`src/rtl/hz_pkg.sv`:
```
package hz_pkg;
  typedef enum logic [1:0] {
    FWD_NONE = 2'b00,
    FWD_WB   = 2'b01,
    FWD_MEM  = 2'b10
  } fwd_sel_e;
endpackage

```
`src/rtl/hz_src_fwd.sv`:
```
module hz_src_fwd
  import hz_pkg::*;
#(
  parameter int REG_W = 5
) (
  input  logic [REG_W-1:0] src,
  input  logic [REG_W-1:0] mem_rd,
  input  logic             mem_we,
  input  logic             mem_ld,
  input  logic [REG_W-1:0] wb_rd,
  input  logic             wb_we,
  output logic [1:0]       sel
);
  localparam logic [REG_W-1:0] ZERO = '0;

  logic hit_mem, hit_wb;
  fwd_sel_e pick;

  assign hit_mem = mem_we && (mem_rd != ZERO) && (mem_rd == src);
  assign hit_wb  = wb_we  && (wb_rd  != ZERO) && (wb_rd  == src);

  // younger stage first; a pending load blocks the older copy too
  always_comb begin
    if (hit_mem)     pick = mem_ld ? FWD_NONE : FWD_MEM;
    else if (hit_wb) pick = FWD_WB;
    else             pick = FWD_NONE;
  end

  assign sel = pick;
endmodule

```
`src/rtl/hz_load_use.sv`:
```
module hz_load_use #(
  parameter int REG_W = 5
) (
  input  logic [REG_W-1:0] id_rs,
  input  logic [REG_W-1:0] id_rt,
  input  logic             id_rs_used,
  input  logic             id_rt_used,
  input  logic             id_is_store,
  input  logic [REG_W-1:0] ex_rd,
  input  logic             ex_regwrite,
  input  logic             ex_memread,
  output logic             hold
);
  localparam logic [REG_W-1:0] ZERO = '0;

  logic ld_pending, need_rs, need_rt;

  assign ld_pending = ex_memread && ex_regwrite && (ex_rd != ZERO);
  assign need_rs    = id_rs_used && (id_rs == ex_rd);
  // store data is served later by the memory-to-memory path
  assign need_rt    = id_rt_used && !id_is_store && (id_rt == ex_rd);
  assign hold       = ld_pending && (need_rs || need_rt);
endmodule

```
`src/rtl/hz_mem_fwd.sv`:
```
module hz_mem_fwd #(
  parameter int REG_W = 5
) (
  input  logic             clk,
  input  logic             rst,
  input  logic [REG_W-1:0] ex_rt,
  input  logic             ex_is_store,
  input  logic [REG_W-1:0] mem_rd,
  input  logic             mem_regwrite,
  input  logic             mem_memread,
  output logic             sd_fwd
);
  localparam logic [REG_W-1:0] ZERO = '0;

  logic hit;
  assign hit = ex_is_store && mem_memread && mem_regwrite &&
               (mem_rd != ZERO) && (mem_rd == ex_rt);

  // both instructions advance one stage together, so the decision
  // is valid when the store reaches memory and the load writeback
  always_ff @(posedge clk) begin
    if (rst) sd_fwd <= 1'b0;
    else     sd_fwd <= hit;
  end
endmodule

```
`src/rtl/hazard_ctrl.sv`:
```
module hazard_ctrl #(
  parameter int REG_W = 5
) (
  input  logic             clk,
  input  logic             rst,
  input  logic [REG_W-1:0] id_rs,
  input  logic [REG_W-1:0] id_rt,
  input  logic             id_rs_used,
  input  logic             id_rt_used,
  input  logic             id_is_store,
  input  logic [REG_W-1:0] ex_rs,
  input  logic [REG_W-1:0] ex_rt,
  input  logic [REG_W-1:0] ex_rd,
  input  logic             ex_regwrite,
  input  logic             ex_memread,
  input  logic             ex_is_store,
  input  logic [REG_W-1:0] mem_rd,
  input  logic             mem_regwrite,
  input  logic             mem_memread,
  input  logic [REG_W-1:0] wb_rd,
  input  logic             wb_regwrite,
  output logic [1:0]       fwd_a,
  output logic [1:0]       fwd_b,
  output logic             mem_sd_fwd,
  output logic             stall,
  output logic             bubble
);
  localparam int N_OPND = 2;

  logic [REG_W-1:0] opnd_src [N_OPND];
  logic [1:0]       opnd_sel [N_OPND];
  logic             hold;

  assign opnd_src[0] = ex_rs;
  assign opnd_src[1] = ex_rt;

  for (genvar k = 0; k < N_OPND; k++) begin : g_opnd
    hz_src_fwd #(.REG_W(REG_W)) u_fwd (
      .src    (opnd_src[k]),
      .mem_rd (mem_rd),
      .mem_we (mem_regwrite),
      .mem_ld (mem_memread),
      .wb_rd  (wb_rd),
      .wb_we  (wb_regwrite),
      .sel    (opnd_sel[k])
    );
  end

  assign fwd_a = opnd_sel[0];
  assign fwd_b = opnd_sel[1];

  hz_load_use #(.REG_W(REG_W)) u_lu (
    .id_rs       (id_rs),
    .id_rt       (id_rt),
    .id_rs_used  (id_rs_used),
    .id_rt_used  (id_rt_used),
    .id_is_store (id_is_store),
    .ex_rd       (ex_rd),
    .ex_regwrite (ex_regwrite),
    .ex_memread  (ex_memread),
    .hold        (hold)
  );

  assign stall  = hold;
  assign bubble = hold;

  hz_mem_fwd #(.REG_W(REG_W)) u_mfwd (
    .clk          (clk),
    .rst          (rst),
    .ex_rt        (ex_rt),
    .ex_is_store  (ex_is_store),
    .mem_rd       (mem_rd),
    .mem_regwrite (mem_regwrite),
    .mem_memread  (mem_memread),
    .sd_fwd       (mem_sd_fwd)
  );
endmodule

```
`config.mk`:
```
export PLATFORM = sky130hd
export DESIGN_NAME = hazard_ctrl
export DESIGN_NICKNAME = d
export VERILOG_FILES = /design/src/rtl/hz_pkg.sv /design/src/rtl/hz_src_fwd.sv /design/src/rtl/hz_load_use.sv /design/src/rtl/hz_mem_fwd.sv /design/src/rtl/hazard_ctrl.sv
export SDC_FILE = /design/constraint.sdc
export NUM_CORES = 1
export LEC_CHECK = 0
export BUFFER_PORTS_ARGS = -buffer_cell sky130_fd_sc_hd__buf_2
export CAP_MARGIN = 20
export CORE_MARGIN = 10
export CORE_UTILIZATION = 29
export DETAILED_ROUTE_END_ITERATION = 8
export HOLD_SLACK_MARGIN = 0.1
export MAX_ROUTING_LAYER = met4
export PLACE_DENSITY = 0.82
export SLEW_MARGIN = 10
export SYNTH_ARGS = -nofsm -noshare
export SYNTH_HDL_FRONTEND = slang
export SYNTH_SLANG_ARGS = --single-unit
```
`constraint.sdc`:
```
create_clock -name clk -period 1 [get_ports clk]
set_input_delay 0.05 -clock clk [delete_from_list [all_inputs] [get_ports clk]]
set_output_delay 0.05 -clock clk [all_outputs]
set_load 0.02 [all_outputs]
```
==> flow_metrics.tcl, run 1 <==
set metrics [dict create \
    status "finished with violations" \
    violations "negative setup slack" \
    worstPathRequired_ps 950 \
    synth_xor_area_frac 0.590 \
    pin_count 53 \
    largestRegisters "u_mfwd.sd_fwd (1)" \
    dp_slack_ps -421 \
    numPortBuffers 52 \
    finalCritPeriodShare 1.37 \
    hold_viol 0 \
    drive_above_1_share 0.723 \
    ir_worst_vdd_mv 0.210 \
    post_drt_via_cell_ratio 4.83 \
    crit_arrival_ps 1320 \
    drtAntennaViolNets 0 \
    fill_cells 94 \
    cp_num_buf_inv 2 \
    synthTopCellsByArea "xor2_1, xnor2_1, or4_1, nor4_1, dfxtp_1" \
    netlist_area_um2 445 \
    path_max_fanout 2 \
    slew-limit-headroom 0.745 \
    start_util 0.303 \
    grt_pass1_vias 775 \
    min_path_type "input pin to flop" \
    synth_top_family_by_area "XOR/XNOR gates" \
    drt_iter0_drc 17 \
    synth_seq_area_share 0.0449 \
    worstSetupPathType "input pin to output pin" \
    die_y_um 59.2 \
    place_congestion 0.814 \
    cp_cell_sequence "buf_6 -> xor2_1 -> or4_4 -> nor4_4 -> buf_4" \
    grtUsageTotal 0.123 \
    die_area_um2 3500 \
    grt_pass1_wl_mm 3.44 \
    synth_top_area_share 0.354 \
    antenna_found_initial 0 \
    drv_slew 0 \
    min_period_ps 1370 \
    slowest_stage "or4_4" \
    synth.avg_cell_area_um2 7.95 \
    nNetsFinal 178 \
    diodes 0 \
    synth-adder-area-share 0 \
    num_vias 705 \
    syn_nets 102 \
    power.density_nw_per_um2 422 \
    drt-total-wl_mm 2.58 \
    yosys-mux-area-fraction 0 \
    routedWlPerCell_um 17.7 \
    path_clk_slew_ps 0 \
    maxCapViolations 0 \
    place_hpwl_mm 1.93 \
    p_total_uw 471 \
    yosys_register_bits 1 \
    rsz0062_at_grt "yes" \
    die-width_um 59.2 \
    rows 14 \
    setup_viol 7 \
    layout_common_cells "buf_2, buf_4, xor2_1, buf_6, xnor2_1" \
    grt_max_degree 4 \
    synth_simple_gate_area_share 0.289 \
    cpPeakStageDelay_ps 540 \
    fmax_mhz 731 \
    netlist-cell-type-count 17 \
    power.static_leakage_nw 0.531 \
    grt_overflow 0 \
    final_common_cell "buf_2" \
    crit_family "simple AND/OR/NAND/NOR gates" \
    synth_compound_area_frac 0.0590 \
    core_um2 1470 \
    yosys.area.top_type "xor2_1" \
    area_growth_pct 151 \
    endpoint_kind "output pin" \
    dr.pass1.iters 4 \
    hold_buffers 0 \
    setup_ws_ps -368 \
    largest_reg_flops 1 \
    synth_warnings 0 \
    tightest_slew_ps 380 \
    drc 0 \
    netlist_instances 56 \
    top_register "u_mfwd.sd_fwd" \
    cp-start-kind "input pin" \
]
## cell families (layout without fill, tap and decap cells)
logic type	Yosys count	count (layout)
buffers and inverters	1	75
and+or+nand+nor	20	20
DFF	1	1
AOI/OAI and AO/OA	4	4
xor gates and xnor gates	30	30
## synth_stat cells
master / count
o21ai_1: 1
and4_1: 1
xor2_1: 18
buf_4: 1
dfxtp_1: 1
nor3_1: 2
nor4_2: 1
or4_1: 5
nand2_1: 2
nand4b_1: 1
a21oi_1: 1
xnor2_1: 12
nor2_1: 1
o211ai_1: 1
o21ai_2: 1
nand3_1: 3
nor4_1: 4
## routing by layer
layer  track usage  vias to the layer above  share of wire
li1              -                      349              -
met1         0.151                      306           0.46
met2         0.217                       50           0.44
met3        0.0193                        0           0.10
met4             0                        0              0
met5             -                        -              0
## cell type report
type	instances	area, um2	area share
repair buffers	75	543	0.486
well taps	16	20.0	0.0179
multi-input cells	54	534	0.478
flip-flops and latches	1	20.0	0.0179
## per-stage QoR
step / utilization / hold WS [ps] / setup TNS, ps / std cells / area, um2
floorplan: - / 127 / -496 / 56 / 490
global placement: 0.623 / 216 / -2050 / 144 / 917
detailed placement: 0.623 / 220 / -2280 / 144 / 917
CTS: 0.697 / 219 / -2030 / 145 / 1030
global route: 0.759 / 250 / -2220 / 146 / 1120
finish: 0.759 / 244 / -1940 / 146 / 1120
## timing repair
item / CTS / global route
buffers inserted: 1 / 1
endpoints found under the setup margin: 7 / 7
pin swaps: 10 / 12
resized for setup: 23 / 18
## path summary, 6_finish.rpt
kind	start	to	slack (ps)	cells past startpoint
max	ex_rs[1]	fwd_a[0]	-370	5
min	rst	u_mfwd.sd_fwd	240	2
## power breakdown
group	switching, mW	total, mW	internal, mW
clock	0	0	0
combinational	0.181	0.430	0.249
sequential	0.0000169	0.0408	0.0408
total	0.181	0.471	0.290
Power figures use the tool's default switching activity.
==> run 2: changes to the inputs <==
--- a/config.mk
+++ b/config.mk
@@ -7,8 +7,11 @@
 export LEC_CHECK = 0
 export BUFFER_PORTS_ARGS = -buffer_cell sky130_fd_sc_hd__buf_2
 export CAP_MARGIN = 20
+export CELL_PAD_IN_SITES_DETAIL_PLACEMENT = 0
+export CELL_PAD_IN_SITES_GLOBAL_PLACEMENT = 2
+export CORE_ASPECT_RATIO = 0.5
 export CORE_MARGIN = 10
-export CORE_UTILIZATION = 29
+export CORE_UTILIZATION = 13
 export DETAILED_ROUTE_END_ITERATION = 8
 export HOLD_SLACK_MARGIN = 0.1
 export MAX_ROUTING_LAYER = met4
==> run 2 against run 1 <==
Against the previous run:
- first-iteration DRC count down 94%
- via count down 3.3%
- wire length down 11%
- global-route usage down 5.6 points
- critical endpoint is now fwd_b[0]
- final cell count up 18%
- largest cell class unchanged
- utilization down 37 points
- sequential power about the same
- highest routed layer is now met4
- sequential share of layout area down 0.14 points
- power up 4.0%
- the run still ends with negative setup slack left
==> flow_metrics.tcl, run 2 (same netlist as run 1, synthesis figures left out) <==
set metrics [dict create \
    status "finished with violations" \
    violations "negative setup slack" \
    dpl_cell_area_um2 955 \
    num_vias 682 \
    area_growth_pct 172 \
    clkPwrFrac 0 \
    grt_use_met1 0.0767 \
    cp_cell_sequence "buf_6 -> or4_4 -> o21ai_4 -> or4_4 -> and4_4 -> buf_6" \
    setup_tns_ps -1870 \
    combPwrFrac 0.917 \
    min_path_type "input pin to flop" \
    die_y_um 61.4 \
    die_area_um2 6310 \
    drv_slew 0 \
    fmax_mhz 731 \
    grt_pass1_vias 729 \
    slowest_stage "or4_4" \
    largest_reg_flops 1 \
    rsz0062_at_grt "yes" \
    min_period_ps 1370 \
    maxCapViolations 0 \
    cp-start-kind "input pin" \
    drc 0 \
    grt_pass1_wl_mm 3.40 \
    nNetsFinal 180 \
    rows 14 \
    met3_usage 0.0179 \
    finalCritPeriodShare 1.37 \
    hold_buffers 0 \
    dpl.cell_count 169 \
    ir_worst_vdd_mv 0.123 \
    slew-limit-headroom 0.776 \
    grt_max_degree 4 \
    layout_common_cells "buf_2, buf_4, xor2_1, buf_6, xnor2_1" \
    numPortBuffers 52 \
    hold_viol 0 \
    setup_viol 7 \
    use_met2 0.125 \
    holdWs_ps 221 \
    drt_iter0_drc 1 \
    place_hpwl_mm 1.96 \
    fin_util 0.387 \
    worstSetupPathType "input pin to output pin" \
    fill_cells 328 \
    post_drt_via_cell_ratio 3.97 \
    top_register "u_mfwd.sd_fwd" \
    pin_count 53 \
    worstPathRequired_ps 950 \
    switchingPower_uw 171 \
    drtAntennaViolNets 0 \
    tightest_slew_ps 333 \
    antenna_found_initial 0 \
    path_clk_slew_ps 0 \
    endpoint_kind "output pin" \
    setup_ws_ps -369 \
    drive_above_1_share 0.705 \
    start_util 0.142 \
    final_common_cell "buf_2" \
    drt-total-wl_mm 2.29 \
    seq_power_share 0.083 \
    grt_overflow 0 \
    path_max_fanout 3 \
    routedWlPerCell_um 13.3 \
    place_congestion 0.876 \
    grtUsageTotal 0.0673 \
    cpPeakStageDelay_ps 530 \
    busiest_layer "met2" \
    final_cell_area_um2 1210 \
    largestRegisters "u_mfwd.sd_fwd (1)" \
    core_um2 3140 \
    die-width_um 103 \
    power.density_nw_per_um2 404 \
    final_cells 172 \
    crit_arrival_ps 1320 \
    power.static_leakage_nw 0.546 \
    p_total_uw 490 \
    dp_slack_ps -396 \
    netSwitchingFraction 0.349 \
    diodes 0 \
    power.internal_uw 319 \
    dr.pass1.iters 2 \
]
## run 2: cell type report
| class | count | area, um2 | area share |
|---|---|---|---|
| repair buffers | 77 | 596 | 0.491 |
| multi-input cells | 54 | 547 | 0.451 |
| well taps | 40 | 50.0 | 0.0413 |
| flip-flops and latches | 1 | 20.0 | 0.0165 |
## run 2: critical path, delay by kind of cell
kind | cells | cell delay (ps)
and+or+nand+nor | 3 | 890
buffers and inverters | 2 | 200
AOI/OAI and AO/OA | 1 | 170
## run 2: worst paths after layout
| check | from | endpoint | cells after the start |
|---|---|---|---|
| worst min-delay path | rst | u_mfwd.sd_fwd | 2 |
| worst max-delay path | mem_rd[1] | fwd_b[0] | 6 |
## run 2: power by group through the flow
stage          logic (mW)  clock network [mW]  registers, mW
6_report            0.449                   0         0.0408
2_1_floorplan       0.130                   0         0.0410
4_1_cts             0.407                   0         0.0409
3_3_place_gp        0.342                   0         0.0409
3_5_place_dp        0.342                   0         0.0409
5_1_grt             0.485                   0         0.0409
## run 2: per-layer routing
| metal | vias up | part of all wire |
|---|---|---|
| met5 | - | 0 |
| met4 | 0 | 0.0061 |
| met3 | 2 | 0.11 |
| met2 | 38 | 0.47 |
| met1 | 286 | 0.42 |
| li1 | 356 | - |
## run 2: repair_timing
| action | CTS | global route |
|---|---|---|
| pin swaps | 13 | 12 |
| endpoints found under the setup margin | 7 | 7 |
| resized for setup | 37 | 13 |
| setup buffers | 2 | 1 |
